## config.mk

```make
export PLATFORM = sky130hd
export DESIGN_NAME = fxg_exc_unit
export DESIGN_NICKNAME = d
export VERILOG_FILES = /design/src/rtl/fxg_pkg.sv /design/src/rtl/fxg_latch_bank.sv /design/src/rtl/fxg_mask_reg.sv /design/src/rtl/fxg_status_reg.sv /design/src/rtl/fxg_irq_gate.sv /design/src/rtl/fxg_exc_unit.sv
export SDC_FILE = /design/constraint.sdc
export NUM_CORES = 1
export LEC_CHECK = 0
export CAP_MARGIN = 20
export CORE_UTILIZATION = 40
export DETAILED_ROUTE_END_ITERATION = 8
export DONT_BUFFER_PORTS = 1
export SYNTH_ARGS = -nofsm -noshare
export SYNTH_HDL_FRONTEND = slang
export SYNTH_SLANG_ARGS = --single-unit
```

## constraint.sdc

```tcl
create_clock -name clk -period 3.9 [get_ports clk]
set_clock_uncertainty 0.15 [all_clocks]
set_input_delay 0.78 -clock clk [delete_from_list [all_inputs] [get_ports clk]]
set_output_delay 0.78 -clock clk [all_outputs]
set_load 0.05 [all_outputs]
```

## src/rtl/fxg_pkg.sv

```systemverilog
package fxg_pkg;
  localparam int EXC_COUNT = 6;

  typedef enum int {
    EXC_INVALID  = 0,
    EXC_DENORMAL = 1,
    EXC_ZERODIV  = 2,
    EXC_OVERFLOW = 3,
    EXC_UNDERFLOW= 4,
    EXC_PRECISION= 5
  } exc_idx_e;

  typedef logic [EXC_COUNT-1:0] exc_vec_t;
endpackage

```

## src/rtl/fxg_latch_bank.sv

```systemverilog
module fxg_latch_bank #(
  parameter int N = 6
) (
  input  logic         clk,
  input  logic         rst,
  input  logic [N-1:0] set_i,
  input  logic         start_i,
  output logic [N-1:0] latch_d,
  output logic [N-1:0] latch_q
);
  genvar g;
  generate
    for (g = 0; g < N; g++) begin : g_bit
      assign latch_d[g] = (start_i ? 1'b0 : latch_q[g]) | set_i[g];

      always_ff @(posedge clk) begin
        if (rst) latch_q[g] <= 1'b0;
        else     latch_q[g] <= latch_d[g];
      end

      // latch holds while no instruction start arrives
      a_r2_latch_hold: assert property (@(posedge clk) disable iff (rst)
        (latch_q[g] && !start_i) |=> latch_q[g]);
      // start without a new set clears the latch
      a_r3_start_clear: assert property (@(posedge clk) disable iff (rst)
        (start_i && !set_i[g]) |=> !latch_q[g]);
      // a set pulse always lands, even together with start
      a_r3_set_lands: assert property (@(posedge clk) disable iff (rst)
        set_i[g] |=> latch_q[g]);
    end
  endgenerate
endmodule

```

## src/rtl/fxg_mask_reg.sv

```systemverilog
module fxg_mask_reg #(
  parameter int         N        = 6,
  parameter logic [N-1:0] RST_MASK = '1
) (
  input  logic         clk,
  input  logic         rst,
  input  logic         we_i,
  input  logic [N-1:0] wdata_i,
  output logic [N-1:0] mask_d,
  output logic [N-1:0] mask_q
);
  assign mask_d = we_i ? wdata_i : mask_q;

  always_ff @(posedge clk) begin
    if (rst) mask_q <= RST_MASK;
    else     mask_q <= mask_d;
  end

  // without a write the mask keeps its value
  a_r4_mask_hold: assert property (@(posedge clk) disable iff (rst)
    !we_i |=> $stable(mask_q));
endmodule

```

## src/rtl/fxg_status_reg.sv

```systemverilog
module fxg_status_reg #(
  parameter int N = 6
) (
  input  logic         clk,
  input  logic         rst,
  input  logic [N-1:0] latch_q,
  input  logic         end_i,
  input  logic         clr_i,
  output logic [N-1:0] status_d,
  output logic [N-1:0] status_q
);
  always_comb begin
    status_d = status_q;
    if (clr_i)      status_d = '0;
    else if (end_i) status_d = status_q | latch_q;
  end

  always_ff @(posedge clk) begin
    if (rst) status_q <= '0;
    else     status_q <= status_d;
  end

  // flags never fall without a software clear
  a_r6_sticky: assert property (@(posedge clk) disable iff (rst)
    !clr_i |=> ((status_q & $past(status_q)) == $past(status_q)));
  // flags only rise at a routine end
  a_r6_rise_at_end: assert property (@(posedge clk) disable iff (rst)
    (!end_i) |=> ((status_q & ~$past(status_q)) == '0));
  // software clear empties the flags
  a_r7_clear: assert property (@(posedge clk) disable iff (rst)
    clr_i |=> (status_q == '0));
endmodule

```

## src/rtl/fxg_irq_gate.sv

```systemverilog
module fxg_irq_gate #(
  parameter int N = 6
) (
  input  logic         clk,
  input  logic         rst,
  input  logic [N-1:0] latch_d,
  input  logic [N-1:0] mask_d,
  input  logic [N-1:0] status_d,
  input  logic         clr_i,
  output logic         pend_q,
  output logic         irq_q
);
  logic [N-1:0] fresh;
  logic         pend_d;
  logic         irq_d;

  assign fresh  = latch_d & ~mask_d & ~status_d;
  assign pend_d = |fresh;
  assign irq_d  = clr_i ? 1'b0 : (irq_q | pend_d);

  always_ff @(posedge clk) begin
    if (rst) begin
      pend_q <= 1'b0;
      irq_q  <= 1'b0;
    end else begin
      pend_q <= pend_d;
      irq_q  <= irq_d;
    end
  end

  // the request only rises together with a pending exception
  a_r8_irq_cause: assert property (@(posedge clk) disable iff (rst)
    $rose(irq_q) |-> pend_q);
  // the request holds until software clears it
  a_r8_irq_hold: assert property (@(posedge clk) disable iff (rst)
    (irq_q && !clr_i) |=> irq_q);
  // software clear drops the request
  a_r7_irq_drop: assert property (@(posedge clk) disable iff (rst)
    clr_i |=> !irq_q);
  // outside a clear cycle, pending implies request
  a_r8_pend_irq: assert property (@(posedge clk) disable iff (rst)
    (pend_q && !$past(clr_i)) |-> irq_q);
endmodule

```

## src/rtl/fxg_exc_unit.sv

```systemverilog
module fxg_exc_unit #(
  parameter int                  N_EXC    = fxg_pkg::EXC_COUNT,
  parameter logic [N_EXC-1:0]    RST_MASK = '1
) (
  input  logic             clk,
  input  logic             rst,
  input  logic [N_EXC-1:0] exc_set,
  input  logic             insn_start,
  input  logic             routine_end,
  input  logic             mask_we,
  input  logic [N_EXC-1:0] mask_wdata,
  input  logic             sw_clr,
  output logic [N_EXC-1:0] status_flags,
  output logic             unmasked_pend,
  output logic             irq_req
);
  logic [N_EXC-1:0] latch_d, latch_q;
  logic [N_EXC-1:0] mask_d, mask_q;
  logic [N_EXC-1:0] status_d, status_q;

  fxg_latch_bank #(.N(N_EXC)) u_latch (
    .clk(clk), .rst(rst), .set_i(exc_set), .start_i(insn_start),
    .latch_d(latch_d), .latch_q(latch_q)
  );

  fxg_mask_reg #(.N(N_EXC), .RST_MASK(RST_MASK)) u_mask (
    .clk(clk), .rst(rst), .we_i(mask_we), .wdata_i(mask_wdata),
    .mask_d(mask_d), .mask_q(mask_q)
  );

  fxg_status_reg #(.N(N_EXC)) u_status (
    .clk(clk), .rst(rst), .latch_q(latch_q), .end_i(routine_end),
    .clr_i(sw_clr), .status_d(status_d), .status_q(status_q)
  );

  fxg_irq_gate #(.N(N_EXC)) u_gate (
    .clk(clk), .rst(rst), .latch_d(latch_d), .mask_d(mask_d),
    .status_d(status_d), .clr_i(sw_clr), .pend_q(unmasked_pend),
    .irq_q(irq_req)
  );

  assign status_flags = status_q;

  // pending matches the registered latch, mask and flag state
  a_r5_pend_state: assert property (@(posedge clk) disable iff (rst)
    unmasked_pend == (|(latch_q & ~mask_q & ~status_q)));
  // a flagged or masked type alone never leaves pending high
  a_r9_flagged_quiet: assert property (@(posedge clk) disable iff (rst)
    ((latch_q & ~(mask_q | status_q)) == '0) |-> !unmasked_pend);
endmodule

```

After elaboration in Yosys (flattened, before gate mapping)
Index checks and enable logic that the tools add are counted.

Bits of input ports: 18. Flip-flop bits (word level): 20. Output and inout bits: 8.

Bitwise operators: 12. Reductions and logical operators: 2. Mux-type cells: 9.

Operator list (number): $mux 6 (3); $and 6x6->6 (2); $not 6->6 (2); $or 1x1->1 (7); $mux 1 (6); $or 6x6->6 (1); $reduce_or 6->1 (1); $reduce_or 2->1 (1).

Longest topological paths before layout
Depth in word-level cells: 7. Depth in mapped cells: 6. Depth with buffers taken out: 5.

By module
A second synthesis with hierarchy kept.

Cell total of the unflattened synthesis: 90. Area, all modules: 848.3 µm².

By module, submodules not included: fxg_mask_reg (area each 259.0 µm², cells each 19, sequential area each 120.1 µm², times used 1); fxg_latch_bank (area each 240.2 µm², cells each 30, sequential area each 120.1 µm², times used 1); fxg_status_reg (area each 227.7 µm², cells each 26, sequential area each 120.1 µm², times used 1); fxg_irq_gate (area each 121.4 µm², cells each 15, sequential area each 40.0 µm², times used 1).

Worst setup path before layout
Ideal clock, no wire load.

Path kind: input port to flip-flop. From: in mask_we. To: reg u_gate.irq_q. Buffers on the path: 1. Data arrival time: 1698 ps. Cell stages on the path: 6. Setup slack: 1923 ps. Required time: 3621 ps. Library setup time: 129 ps. Path through: buf_6 -> mux2i_1 -> o21ai_2 -> nand4_1 -> a2111oi_2 -> a21oi_1.

Longest elaborated chain between the ends: 6.

RTL lines: from (decl) (RTL line fxg_exc_unit.sv:10) `input logic mask_we,`; $mux 6 (RTL line fxg_mask_reg.sv:12) `assign mask_d = we_i ? wdata_i : mask_q;`; $not 6->6 (RTL line fxg_irq_gate.sv:17) `assign fresh = latch_d & ~mask_d & ~status_d;`; $and 6x6->6 (2 in series) (RTL line fxg_irq_gate.sv:17); $reduce_or 6->1 (RTL line fxg_irq_gate.sv:18) `assign pend_d = |fresh;`; $or 1x1->1 (RTL line fxg_irq_gate.sv:19) `assign irq_d = clr_i ? 1'b0 : (irq_q | pend_d);`; to (signal assigned) (RTL line fxg_irq_gate.sv:27) `irq_q <= irq_d;`; to (decl) (RTL line fxg_irq_gate.sv:11) `output logic irq_q`.

No other way between the ends. A chain may end at the register's enable or synchronous reset.

Worst setup path in the final report
From: reg u_status.status_q[5]. To: out status_flags[5].

RTL lines: from (decl) (RTL line fxg_status_reg.sv:10) `output logic [N-1:0] status_q`; from (signal assigned) (RTL line fxg_status_reg.sv:20) `else status_q <= status_d;`; to (decl) (RTL line fxg_exc_unit.sv:13) `output logic [N_EXC-1:0] status_flags,`.

No word-level cell between the ends.

==> impl_metrics.yaml <==
status:
  outcome: "finished, final reports clean"
synthesis:
  synth_area_sq_um: 815
  ys_warn_count: 0
  seq_area_frac_synth: 0.492
  synth_cell_type_count: 21
  syn_nets: 103
  syn_area_per_cell_sq_um: 9.58
  ys_seq_elements: 20
  synth_cells: 85
clock_tree:
  clk_pin_slew_ps: 110
  clock_latency_ps: 300
  ctsResizeCount: 0
  cts_root_buf: "clkbuf_4"
  post-cts-setup-buffers: 0
  cts_buffers: 3
  clock-sinks: 20
  hold_buffers: 0
  cts_max_path_buffers: 2
  cts_tree: "built"
  htreeDepth: 1
global_routing:
  grt_max_degree: 15
  grt_pass1_wl_um: 2420
  grt_pass1_vias: 587
  antenna_found_initial: 0
  grt-ovfl-total: 0
  grt_usage: 0.162
cells_and_area:
  area_delta_synth_final_pct: 7.99
  drive_gt1_frac: 0.151
  nets: 105
  final_cells: 111
  antenna_cells: 0
worst_setup_path:
  path_class: "register to primary output"
  required_ps: 2970
  crit_start: "u_status.status_q[5]"
  worstPathArrival_ps: 960
  path_max_fanout: 2
  start_kind: "register"
  r2r_start: "u_status.status_q[1]"
  crit_path_end_kind: "primary output"
die:
  fp-row-count: 15
  die_y_um: 47.1
  core_sq_um: 1820
  io_pins: 26
  initial_core_util: 0.447
  die-area_sq_um: 2220
  die_w_um: 47.1
timing:
  rsz0062_at_grt: "no"
  fin_setup_tns_ps: 0
  setup-violations-final: 0
  fin_crit_sh: 0.485
  fin_crit_ps: 1890
  fmax_mhz: 529
  drv_slew: 0
  hold_viol: 0
  slew_headroom: 0.654
  tightest_slew_ps: 518
pwr:
  ir_worst_vdd_mv: 0.269
  power_leakage_nw: 0.341
  powerDensity_nw_per_um2: 496
  p_total_mw: 0.436
placement:
  dp.cells: 107
  finalWeightedCongestion: 0.809
  dpl.hpwl_um: 1180
  portBuffers: 0
drt:
  antenna_left: 0
  vias_per_cell: 5.14
  drt_first_pass_iters: 3
  wl_per_cell_um: 13.6
  wl_um: 1510
  vias: 571
  route.detailed.drc: 0
  drt_iter0_drc: 8
worst_hold_path:
  hold_path_class: "register to register"
  hold_start: "u_mask.mask_q[3]"
flow_run:
  drv_cap: 0
[metal layers]
metal  vias to the layer above  global-route usage  routed length, um  share of wire
met1                       252               0.207                687           0.46
met2                        21               0.242                660           0.44
met5                         -                   0                  0              0
met4                         0              0.0800                 38          0.025
met3                         6              0.0615                120          0.080
li1                        292                   -                  -              -
[state kept, by name (all words and copies together), names as in the netlist]
name and cells:
u_status.status_q 6, u_gate.irq_q 1, u_latch.latch_q 6, u_gate.pend_q 1
u_mask.mask_q 6
[layout make-up]
class / count / area [sq um]
clock buffer: 3 / 22.5
clock inverter: 1 / 30.0
fill: 195 / 941
inverter: 1 / 3.75
multi-input combinational: 61 / 392
sequential: 20 / 400
tap: 25 / 31.3
[Yosys cell counts]
| master | count | area [sq um] |
|---|---|---|
| clkbuf_1 | 2 | 7.51 |
| a21boi_0 | 1 | 7.51 |
| nand4_1 | 2 | 12.5 |
| or2b_1 | 3 | 22.5 |
| or2_2 | 1 | 6.26 |
| nand2_1 | 1 | 3.75 |
| a2111oi_2 | 1 | 15.0 |
| nand2b_1 | 3 | 18.8 |
| a21oi_1 | 7 | 35.0 |
| o21ai_0 | 2 | 10.0 |
| mux2i_1 | 6 | 60.1 |
| o21ba_2 | 1 | 10.0 |
| o21ai_1 | 3 | 15.0 |
| inv_1 | 1 | 3.75 |
| dfxtp_1 | 20 | 400 |
| buf_6 | 1 | 11.3 |
| and2b_1 | 1 | 7.51 |
| and2b_4 | 5 | 50.1 |
| o211ai_1 | 6 | 45.0 |
| o21ai_2 | 1 | 8.76 |
| nor2_1 | 17 | 63.8 |
[metrics by stage]
stage,cell area (sq um),setup slack [ps],util,hold slack (ps)
5_1_grt,880,1960,0.483,366
3_3_place_gp,827,1900,0.454,341
3_5_place_dp,827,1880,0.454,344
2_1_floorplan,815,1920,-,308
4_1_cts,880,2000,0.483,372
6_report,880,2010,0.483,372
[cells by family after synthesis]
kind of cell,Yosys count,share of synthesized area
flip-flops,20,0.492
AND/OR/NAND/NOR,33,0.227
buffers and inverters,4,0.0276
AO/OA/AOI/OAI,22,0.180
multiplexers,6,0.0737
[report_power, final]
part	switching, mW	leakage, nW	total [mW]	internal, mW
Sequential	0.0179	0.165	0.234	0.216
Combinational	0.0184	0.148	0.0388	0.0204
Clock	0.0601	0.0279	0.164	0.104
Total	0.0965	0.341	0.436	0.340
[worst min-delay path: cells and delay by family (launching register included)]
kind             cells  cell delay [ps]
and+or+nand+nor      1               80
muxes                1              100
DFF                  1              320
[cell usage in the layout (no fill, tap or decap), drive strengths merged]
cell and n:
nand4 2, mux2i 6, o211ai 6, nand2 1
nand2b 3, or2 1, inv 1, nor2 17
a21boi 1, a21oi 7, o21ba 1, and2b 6
clkbuf 3, dfxtp 20, bufinv 1, a2111oi 1
o21ai 6, or2b 3
[path summary, 6_finish.rpt]
| check | depth (start not counted) | slack, ps | end |
|---|---|---|---|
| max | 0 | 2010 | status_flags[5] |
| min reg2reg | 2 | 370 | u_mask.mask_q[3] |
| min | 2 | 370 | u_mask.mask_q[3] |
| max reg2reg | 5 | 2160 | u_gate.irq_q |
Power figures use the tool's default switching activity.
